--- src/rtl/fts_pkg.sv ---
package fts_pkg;

  localparam int STATE_W  = 3;
  localparam int POLICY_W = 3;

  typedef enum logic [STATE_W-1:0] {
    FS_RUN        = 3'd0,
    FS_IDLE       = 3'd1,
    FS_SQUASH     = 3'd2,
    FS_BLOCKED    = 3'd3,
    FS_XLATE_WAIT = 3'd4,
    FS_MISS_WAIT  = 3'd5,
    FS_RETRY_WAIT = 3'd6,
    FS_FILL_DONE  = 3'd7
  } fetch_state_e;

  typedef enum logic [POLICY_W-1:0] {
    POL_SINGLE = 3'd0,
    POL_RR     = 3'd1,
    POL_IQ     = 3'd2,
    POL_LSQ    = 3'd3
  } policy_e;

  function automatic logic state_fetchable(input logic [STATE_W-1:0] st);
    return (st == FS_RUN) || (st == FS_IDLE) || (st == FS_FILL_DONE);
  endfunction

endpackage

--- src/rtl/fts_eligibility.sv ---
module fts_eligibility
  import fts_pkg::*;
#(
  parameter int NUM_THREADS = 4
) (
  input  logic [NUM_THREADS-1:0]              active,
  input  logic [NUM_THREADS-1:0][STATE_W-1:0] state,
  output logic [NUM_THREADS-1:0]              cand
);
  for (genvar t = 0; t < NUM_THREADS; t++) begin : g_thr
    assign cand[t] = active[t] & state_fetchable(state[t]);
  end
endmodule

--- src/rtl/fts_occ_pick.sv ---
module fts_occ_pick #(
  parameter int NUM_THREADS = 4,
  parameter int OCC_W       = 6,
  localparam int IDW        = (NUM_THREADS > 1) ? $clog2(NUM_THREADS) : 1
) (
  input  logic [NUM_THREADS-1:0]            cand,
  input  logic [NUM_THREADS-1:0][OCC_W-1:0] occ,
  output logic                              valid,
  output logic [IDW-1:0]                    idx
);
  // Strict less-than keeps the earlier (lower) index on a tie.
  function automatic logic beats(input logic have, input logic [OCC_W-1:0] a,
                                 input logic [OCC_W-1:0] b);
    return !have || (a < b);
  endfunction

  logic [OCC_W-1:0] best_occ;

  always_comb begin
    valid    = 1'b0;
    idx      = '0;
    best_occ = '0;
    for (int t = 0; t < NUM_THREADS; t++) begin
      if (cand[t] && beats(valid, occ[t], best_occ)) begin
        valid    = 1'b1;
        idx      = IDW'(t);
        best_occ = occ[t];
      end
    end
  end
endmodule

--- src/rtl/fts_prio_list.sv ---
module fts_prio_list #(
  parameter int NUM_THREADS = 4,
  localparam int IDW        = (NUM_THREADS > 1) ? $clog2(NUM_THREADS) : 1,
  localparam int CW         = $clog2(NUM_THREADS + 1)
) (
  input  logic                          clk,
  input  logic                          rst_n,
  input  logic [NUM_THREADS-1:0]        active,
  input  logic                          move_req,
  input  logic [IDW-1:0]                move_id,
  output logic [NUM_THREADS-1:0][IDW-1:0] order,
  output logic [CW-1:0]                 len,
  output logic [NUM_THREADS-1:0]        present,
  output logic [IDW-1:0]                tail
);
  // One spare slot at index NUM_THREADS keeps every shift and tail read in range.
  logic [IDW-1:0] slot_q [0:NUM_THREADS];
  logic [IDW-1:0] slot_d [0:NUM_THREADS];
  logic [CW-1:0]  len_q, len_d;

  function automatic logic in_list(input int pos, input logic [CW-1:0] n);
    return CW'(pos) < n;
  endfunction

  always_comb begin
    for (int t = 0; t < NUM_THREADS; t++) begin
      present[t] = 1'b0;
      for (int k = 0; k < NUM_THREADS; k++)
        if (in_list(k, len_q) && slot_q[k] == IDW'(t)) present[t] = 1'b1;
    end
  end

  for (genvar k = 0; k < NUM_THREADS; k++) begin : g_ord
    assign order[k] = slot_q[k];
  end
  assign len  = len_q;
  assign tail = (len_q == '0) ? '0 : slot_q[len_q - CW'(1)];

  logic found;
  always_comb begin
    for (int k = 0; k <= NUM_THREADS; k++) slot_d[k] = '0;
    len_d = '0;
    found = 1'b0;
    // step 1: drop inactive threads, keep order
    for (int k = 0; k < NUM_THREADS; k++) begin
      if (in_list(k, len_q) && active[slot_q[k]]) begin
        slot_d[len_d] = slot_q[k];
        len_d = len_d + CW'(1);
      end
    end
    // step 2: move the granted thread to the tail
    if (move_req) begin
      for (int k = 0; k < NUM_THREADS; k++) begin
        if (in_list(k, len_d)) begin
          if (!found && slot_d[k] == move_id) found = 1'b1;
          if (found) slot_d[k] = slot_d[k+1];
        end
      end
      if (found) slot_d[len_d - CW'(1)] = move_id;
    end
    // step 3: append newly active threads
    for (int t = 0; t < NUM_THREADS; t++) begin
      if (active[t] && !present[t]) begin
        slot_d[len_d] = IDW'(t);
        len_d = len_d + CW'(1);
      end
    end
    slot_d[NUM_THREADS] = '0;
  end

  always_ff @(posedge clk) begin
    if (!rst_n) begin
      for (int k = 0; k < NUM_THREADS; k++) slot_q[k] <= IDW'(k);
      slot_q[NUM_THREADS] <= '0;
      len_q <= CW'(NUM_THREADS);
    end else begin
      for (int k = 0; k <= NUM_THREADS; k++) slot_q[k] <= slot_d[k];
      len_q <= len_d;
    end
  end
endmodule

--- src/rtl/fetch_thread_sel.sv ---
module fetch_thread_sel
  import fts_pkg::*;
#(
  parameter int NUM_THREADS = 4,
  parameter int OCC_W       = 6,
  localparam int IDW        = (NUM_THREADS > 1) ? $clog2(NUM_THREADS) : 1,
  localparam int CW         = $clog2(NUM_THREADS + 1)
) (
  input  logic                                clk,
  input  logic                                rst_n,
  input  logic [NUM_THREADS-1:0]              thread_active,
  input  logic [NUM_THREADS-1:0][STATE_W-1:0] fetch_state,
  input  logic [NUM_THREADS-1:0][OCC_W-1:0]   iq_occ,
  input  logic [NUM_THREADS-1:0][OCC_W-1:0]   lsq_occ,
  input  logic [POLICY_W-1:0]                 policy,
  input  logic                                grant_take,
  output logic                                sel_valid,
  output logic [IDW-1:0]                      sel_thread
);
  logic [NUM_THREADS-1:0]          elig_vec;
  logic [NUM_THREADS-1:0][IDW-1:0] list_order;
  logic [CW-1:0]                   list_len;
  logic [NUM_THREADS-1:0]          list_present;
  logic [IDW-1:0]                  list_tail;
  logic                            iq_valid, lsq_valid, rr_valid;
  logic [IDW-1:0]                  iq_idx, lsq_idx, rr_idx;
  logic                            rr_move;

  fts_eligibility #(.NUM_THREADS(NUM_THREADS)) u_elig (
    .active(thread_active), .state(fetch_state), .cand(elig_vec));

  fts_occ_pick #(.NUM_THREADS(NUM_THREADS), .OCC_W(OCC_W)) u_pick_iq (
    .cand(elig_vec), .occ(iq_occ), .valid(iq_valid), .idx(iq_idx));

  fts_occ_pick #(.NUM_THREADS(NUM_THREADS), .OCC_W(OCC_W)) u_pick_lsq (
    .cand(elig_vec), .occ(lsq_occ), .valid(lsq_valid), .idx(lsq_idx));

  fts_prio_list #(.NUM_THREADS(NUM_THREADS)) u_list (
    .clk(clk), .rst_n(rst_n), .active(thread_active),
    .move_req(rr_move), .move_id(sel_thread),
    .order(list_order), .len(list_len), .present(list_present),
    .tail(list_tail));

  // Round-robin scan from the list head.
  always_comb begin
    rr_valid = 1'b0;
    rr_idx   = '0;
    for (int k = 0; k < NUM_THREADS; k++) begin
      if (!rr_valid && (CW'(k) < list_len) && elig_vec[list_order[k]]) begin
        rr_valid = 1'b1;
        rr_idx   = list_order[k];
      end
    end
  end

  always_comb begin
    sel_valid  = 1'b0;
    sel_thread = '0;
    case (policy)
      POL_SINGLE: sel_valid = elig_vec[0];
      POL_RR:     begin sel_valid = rr_valid;  sel_thread = rr_idx;  end
      POL_IQ:     begin sel_valid = iq_valid;  sel_thread = iq_idx;  end
      POL_LSQ:    begin sel_valid = lsq_valid; sel_thread = lsq_idx; end
      default:    ;
    endcase
  end

  assign rr_move = grant_take && sel_valid && (policy == POL_RR);
endmodule

--- config.mk ---
export PLATFORM = sky130hd
export DESIGN_NAME = fetch_thread_sel
export DESIGN_NICKNAME = d
export VERILOG_FILES = /design/src/rtl/fts_pkg.sv /design/src/rtl/fts_eligibility.sv /design/src/rtl/fts_occ_pick.sv /design/src/rtl/fts_prio_list.sv /design/src/rtl/fetch_thread_sel.sv
export SDC_FILE = /design/constraint.sdc
export NUM_CORES = 1
export LEC_CHECK = 0
export BUFFER_PORTS_ARGS = -buffer_cell sky130_fd_sc_hd__buf_2
export CAP_MARGIN = 20
export CORE_ASPECT_RATIO = 1.5
export CORE_MARGIN = 2
export CORE_UTILIZATION = 30
export DETAILED_ROUTE_END_ITERATION = 12
export PLACE_DENSITY = 0.48
export SYNTH_ARGS = -nofsm -noshare
export SYNTH_HDL_FRONTEND = slang
export SYNTH_SLANG_ARGS = --single-unit
--- constraint.sdc ---
create_clock -name clk -period 11.88 [get_ports clk]
set_input_delay 2.376 -clock clk [delete_from_list [all_inputs] [get_ports clk]]
set_output_delay 2.376 -clock clk [all_outputs]
set_load 0.03 [all_outputs]
==> results.yml <==
route:
  drt_first_pass_iters: 5
  maxUsedRoutingLayer: "met4"
  sum_of_routed_wire_segments_on_met1_mm: 5.375
  vias: 4584
  wl_per_cell_um: 18.07
  detailedRoute.firstIterationViolations: 366
  detail_route.vias_per_cell: 5.854
  wl_met2_mm: 7.692
  drc: 0
  route.final.wire_length_mm: 14.15
  ant_nets: 0
  routed-wl-met3_um: 653
sta:
  relSlewSlack_pct: 44.56
  totalNegativeSetupSlack_ns: 0
  grt_setup_unrepaired: "no"
  finalSetupViolations: 0
  achievable-frequency_mhz: 87.81
  worst_slew_pin_slew_ns: 0.8229
  finalHoldViolCount: 0
  final.hold.worst_slack_ns: 1.013
  drv_slew: 0
  min_period_over_period_pct: 95.86
  clock_skew_ns: 0.008555
  final_period_minus_worst_setup_slack_ns: 11.39
setup_path:
  cpPeakStageDelay_ns: 0.54
  critical_path.endpoint: "sel_thread[1]"
  reg2regPathDepth: 18
  worst_ep_arrival_time_ns: 9.01
  cp-start-kind: "input pin"
  regToRegStartpoint: "u_list.slot_q[0][0]$_SDFF_PN0_"
  worstReg2RegEnd: "u_list.slot_q[0][5]$_SDFF_PN1_"
  worstPathRequired_ns: 9.50
  worst_path_most_repeated_cell: "a21oi_1"
  critical_path.endpoint_type: "output pin"
  cp_max_fo: 11
  worst_path_max_delay_cell: "or4_4"
  crit_path_start: "thread_active[0]"
  worst_setup_path_category: "input pin to output pin"
  timing.reg2reg.setup_slack_ns: 6.06
floorplan:
  die_y_um: 143.1
  rows: 50
  io-pin-count: 73
  core-area_um2: 12510
  floorplan.initialDensity_pct: 30.91
  die_area_um2: 13830
  die_w_um: 96.71
flow_run:
  maxCapViolCount: 0
yosys:
  ys_async_sr_fraction_pct: 0
  synth.area.mux_share_pct: 5.759
  synth_simple_gate_area_share_pct: 30.83
  syn-mean-instance-area_um2: 6.809
  synth-warning-count: 0
  synth_enable_flop_cells: 0
  synth_compound_area_share_pct: 34.88
  yosys.cell_types.count: 89
  synth-main-ff-cell: "dfxtp_1"
  dominant_combinational_cell_family_by_area_after_synthesis: "compound AO/OA/AOI/OAI gates"
  synth_fp_nets: 679
  syn-instance-count: 568
  synth.ff_latch_count: 11
  mappedNetlistArea_um2: 3867
  yosys.area_share.xor_xnor_pct: 4.206
  synth_seq_area_share_pct: 5.694
  synthAdderAreaFrac_pct: 13.46
clock_tree:
  worstSkewPairLatency_ns: 0.25
  cts-root-to-sink-buffers: 2
  cts_post_setup_buffers_inserted: 0
  level_count_of_the_clock_h_tree: 1
  cell_chosen_for_the_clock_root: "clkbuf_16"
  clock_buffers_created_by_tritoncts: 3
  cts_hold_buf: 0
  tritoncts_clock_tree: "yes"
  cts_num_sinks: 11
  clk_transition_reported_paths_ns: 0.04
placement:
  dpl-instance-area_um2: 4365
  placedCellCount: 779
  gp_congestion: 0.9036
  port_buffers: 72
  hpwl_after_dpl_mm: 11.78
final_layout:
  n_fill_cell: 1358
  layout.nets: 739
  drive_above_1_share_pct: 18.98
  final-instance-count-excl-fill: 783
  antenna-diode-count: 0
  fin_area_um2: 4448
  area.growth.synth_to_final_pct: 15.01
power:
  power.static_leakage_uw: 0.001897
  vdd_drop_max_uv: 234.4
  power_per_cell_area_nw_per_um2: 342.4
hold_path:
  worstHoldPathType: "flip-flop to flip-flop"
  holdPathStages: 4
outcome:
  outcome: "finished clean"
global_routing:
  grt_max_degree: 19
  global_route.usage.total_pct: 19.98
  grt_pass1_wl_mm: 22.74
  aggregate_global_routing_overflow: 0
  grt_pass1_vias: 4541
  grt_antenna_before_repair: 0
-- per-stage QoR --
step | util, % | power, uW | setup WS [ns]
after floorplan | - | 1139 | 1.244
after global placement | 34.89 | 1419 | 0.2773
after detailed placement | 34.89 | 1439 | 0.2602
after CTS | 35.53 | 1512 | 0.2439
after global routing | 35.55 | 1685 | 0.01923
final | 35.55 | 1523 | 0.4923
-- layout make-up --
class	instances	area [um^2]	area share (%)
tap	156	195.2	4.388
sequential	11	220.2	4.951
timing repair buffer	77	397.9	8.945
clock buffer	3	75.07	1.688
clock inverter	1	5.005	0.1125
multi-input combinational	507	3450	77.55
inverter	28	105.1	2.363
-- worst max-delay path: cells and delay by family --
kind            cells  cell delay, ns
compound gates     13            2.57
fa+ha+maj           3            0.94
buf+inv             3            0.43
simple gates       10            2.68
-- flip-flops by register name, summed over array words and instances, names as in the netlist --
name / count
u_list.len: 3
u_list.slot_q: 8
-- per-layer routing --
layer | global-route usage, % | vias to the layer above
met5 | 0 | -
met4 | 6.746 | 0
li1 | - | 2266
met3 | 1.664 | 28
met2 | 39.44 | 158
met1 | 22.19 | 2132
-- synth_stat cells, drive strengths merged (5+ instances only) --
| library cell | n | share of area (%) |
|---|---|---|
| or3 | 5 | 0.94 |
| clkbuf | 14 | 1.4 |
| mux2i | 8 | 2.1 |
| nor3b | 6 | 1.3 |
| and2 | 8 | 1.3 |
| o21a | 5 | 0.97 |
| nand3 | 14 | 1.9 |
| nand2 | 79 | 7.7 |
| inv | 28 | 2.7 |
| nand4 | 5 | 0.81 |
| dfxtp | 11 | 5.7 |
| a211o | 5 | 1.2 |
| a21oi | 45 | 5.9 |
| o32ai | 5 | 1.3 |
| nor4 | 6 | 0.97 |
| o21ai | 32 | 4.1 |
| xnor2 | 13 | 3.3 |
| nand2b | 6 | 0.97 |
| o22ai | 14 | 2.6 |
| nor3 | 13 | 1.8 |
| nor2b | 7 | 1.1 |
| nor2 | 72 | 7.4 |
| a31oi | 13 | 2.1 |
| a211oi | 7 | 1.6 |
| o31ai | 6 | 1.3 |
| ha | 40 | 13 |
| o211ai | 7 | 1.4 |
| and3 | 8 | 1.4 |
| buf | 7 | 0.87 |
-- worst min-delay path by stage --
stage | start | to | slack, ns
floorplan | u_list.len[0]$_SDFF_PN0_ | u_list.len[0]$_SDFF_PN0_ | 0.86
global placement | u_list.len[0]$_SDFF_PN0_ | u_list.len[0]$_SDFF_PN0_ | 1.0
CTS | u_list.len[0]$_SDFF_PN0_ | u_list.len[0]$_SDFF_PN0_ | 1.02
global route | u_list.len[0]$_SDFF_PN0_ | u_list.len[0]$_SDFF_PN0_ | 1.10
finish | u_list.len[0]$_SDFF_PN0_ | u_list.len[0]$_SDFF_PN0_ | 1.01
detailed placement | u_list.len[0]$_SDFF_PN0_ | u_list.len[0]$_SDFF_PN0_ | 1.01
-- where the power goes --
part / total, uW / leakage [uW] / switching [uW] / internal, uW
Sequential: 95.9 / 0.0000916 / 39.4 / 56.5
Clock: 63.2 / 0.0000409 / 18.5 / 44.7
Combinational: 1360 / 0.00176 / 836 / 528
-- placed cells by master (no fill, tap or decap), types with 6 or more instances in the layout --
| master | synthesis | routed |
|---|---|---|
| a21oi_1 | 44 | 44 |
| a31oi_1 | 13 | 13 |
| and2_1 | 7 | 7 |
| and3_1 | 7 | 7 |
| buf_2 | 6 | 72 |
| dfxtp_1 | 11 | 11 |
| ha_1 | 40 | 40 |
| inv_1 | 27 | 27 |
| mux2i_1 | 8 | 8 |
| nand2_1 | 79 | 79 |
| nand2b_1 | 6 | 6 |
| nand3_1 | 13 | 13 |
| nor2_1 | 69 | 68 |
| nor2b_1 | 7 | 7 |
| nor3_1 | 12 | 12 |
| nor4_1 | 6 | 6 |
| o211ai_1 | 7 | 7 |
| o21ai_0 | 27 | 27 |
| o22ai_1 | 13 | 13 |
| xnor2_1 | 11 | 11 |
-- cell families after synthesis --
kind of cell	count (synthesis)
buffers and inverters	50
xor gates and xnor gates	16
AOI/OAI and AO/OA	190
and+or+nand+nor	244
muxes	16
adders and majority gates	41
DFF	11
-- what timing repair did --
| item | 4_1_cts | 5_1_grt |
|---|---|---|
| endpoints found under the hold margin | 0 | 0 |
| endpoints found under the setup margin | 0 | 2 |
| gates resized for setup | 0 | 1 |
Power figures use the tool's default switching activity.
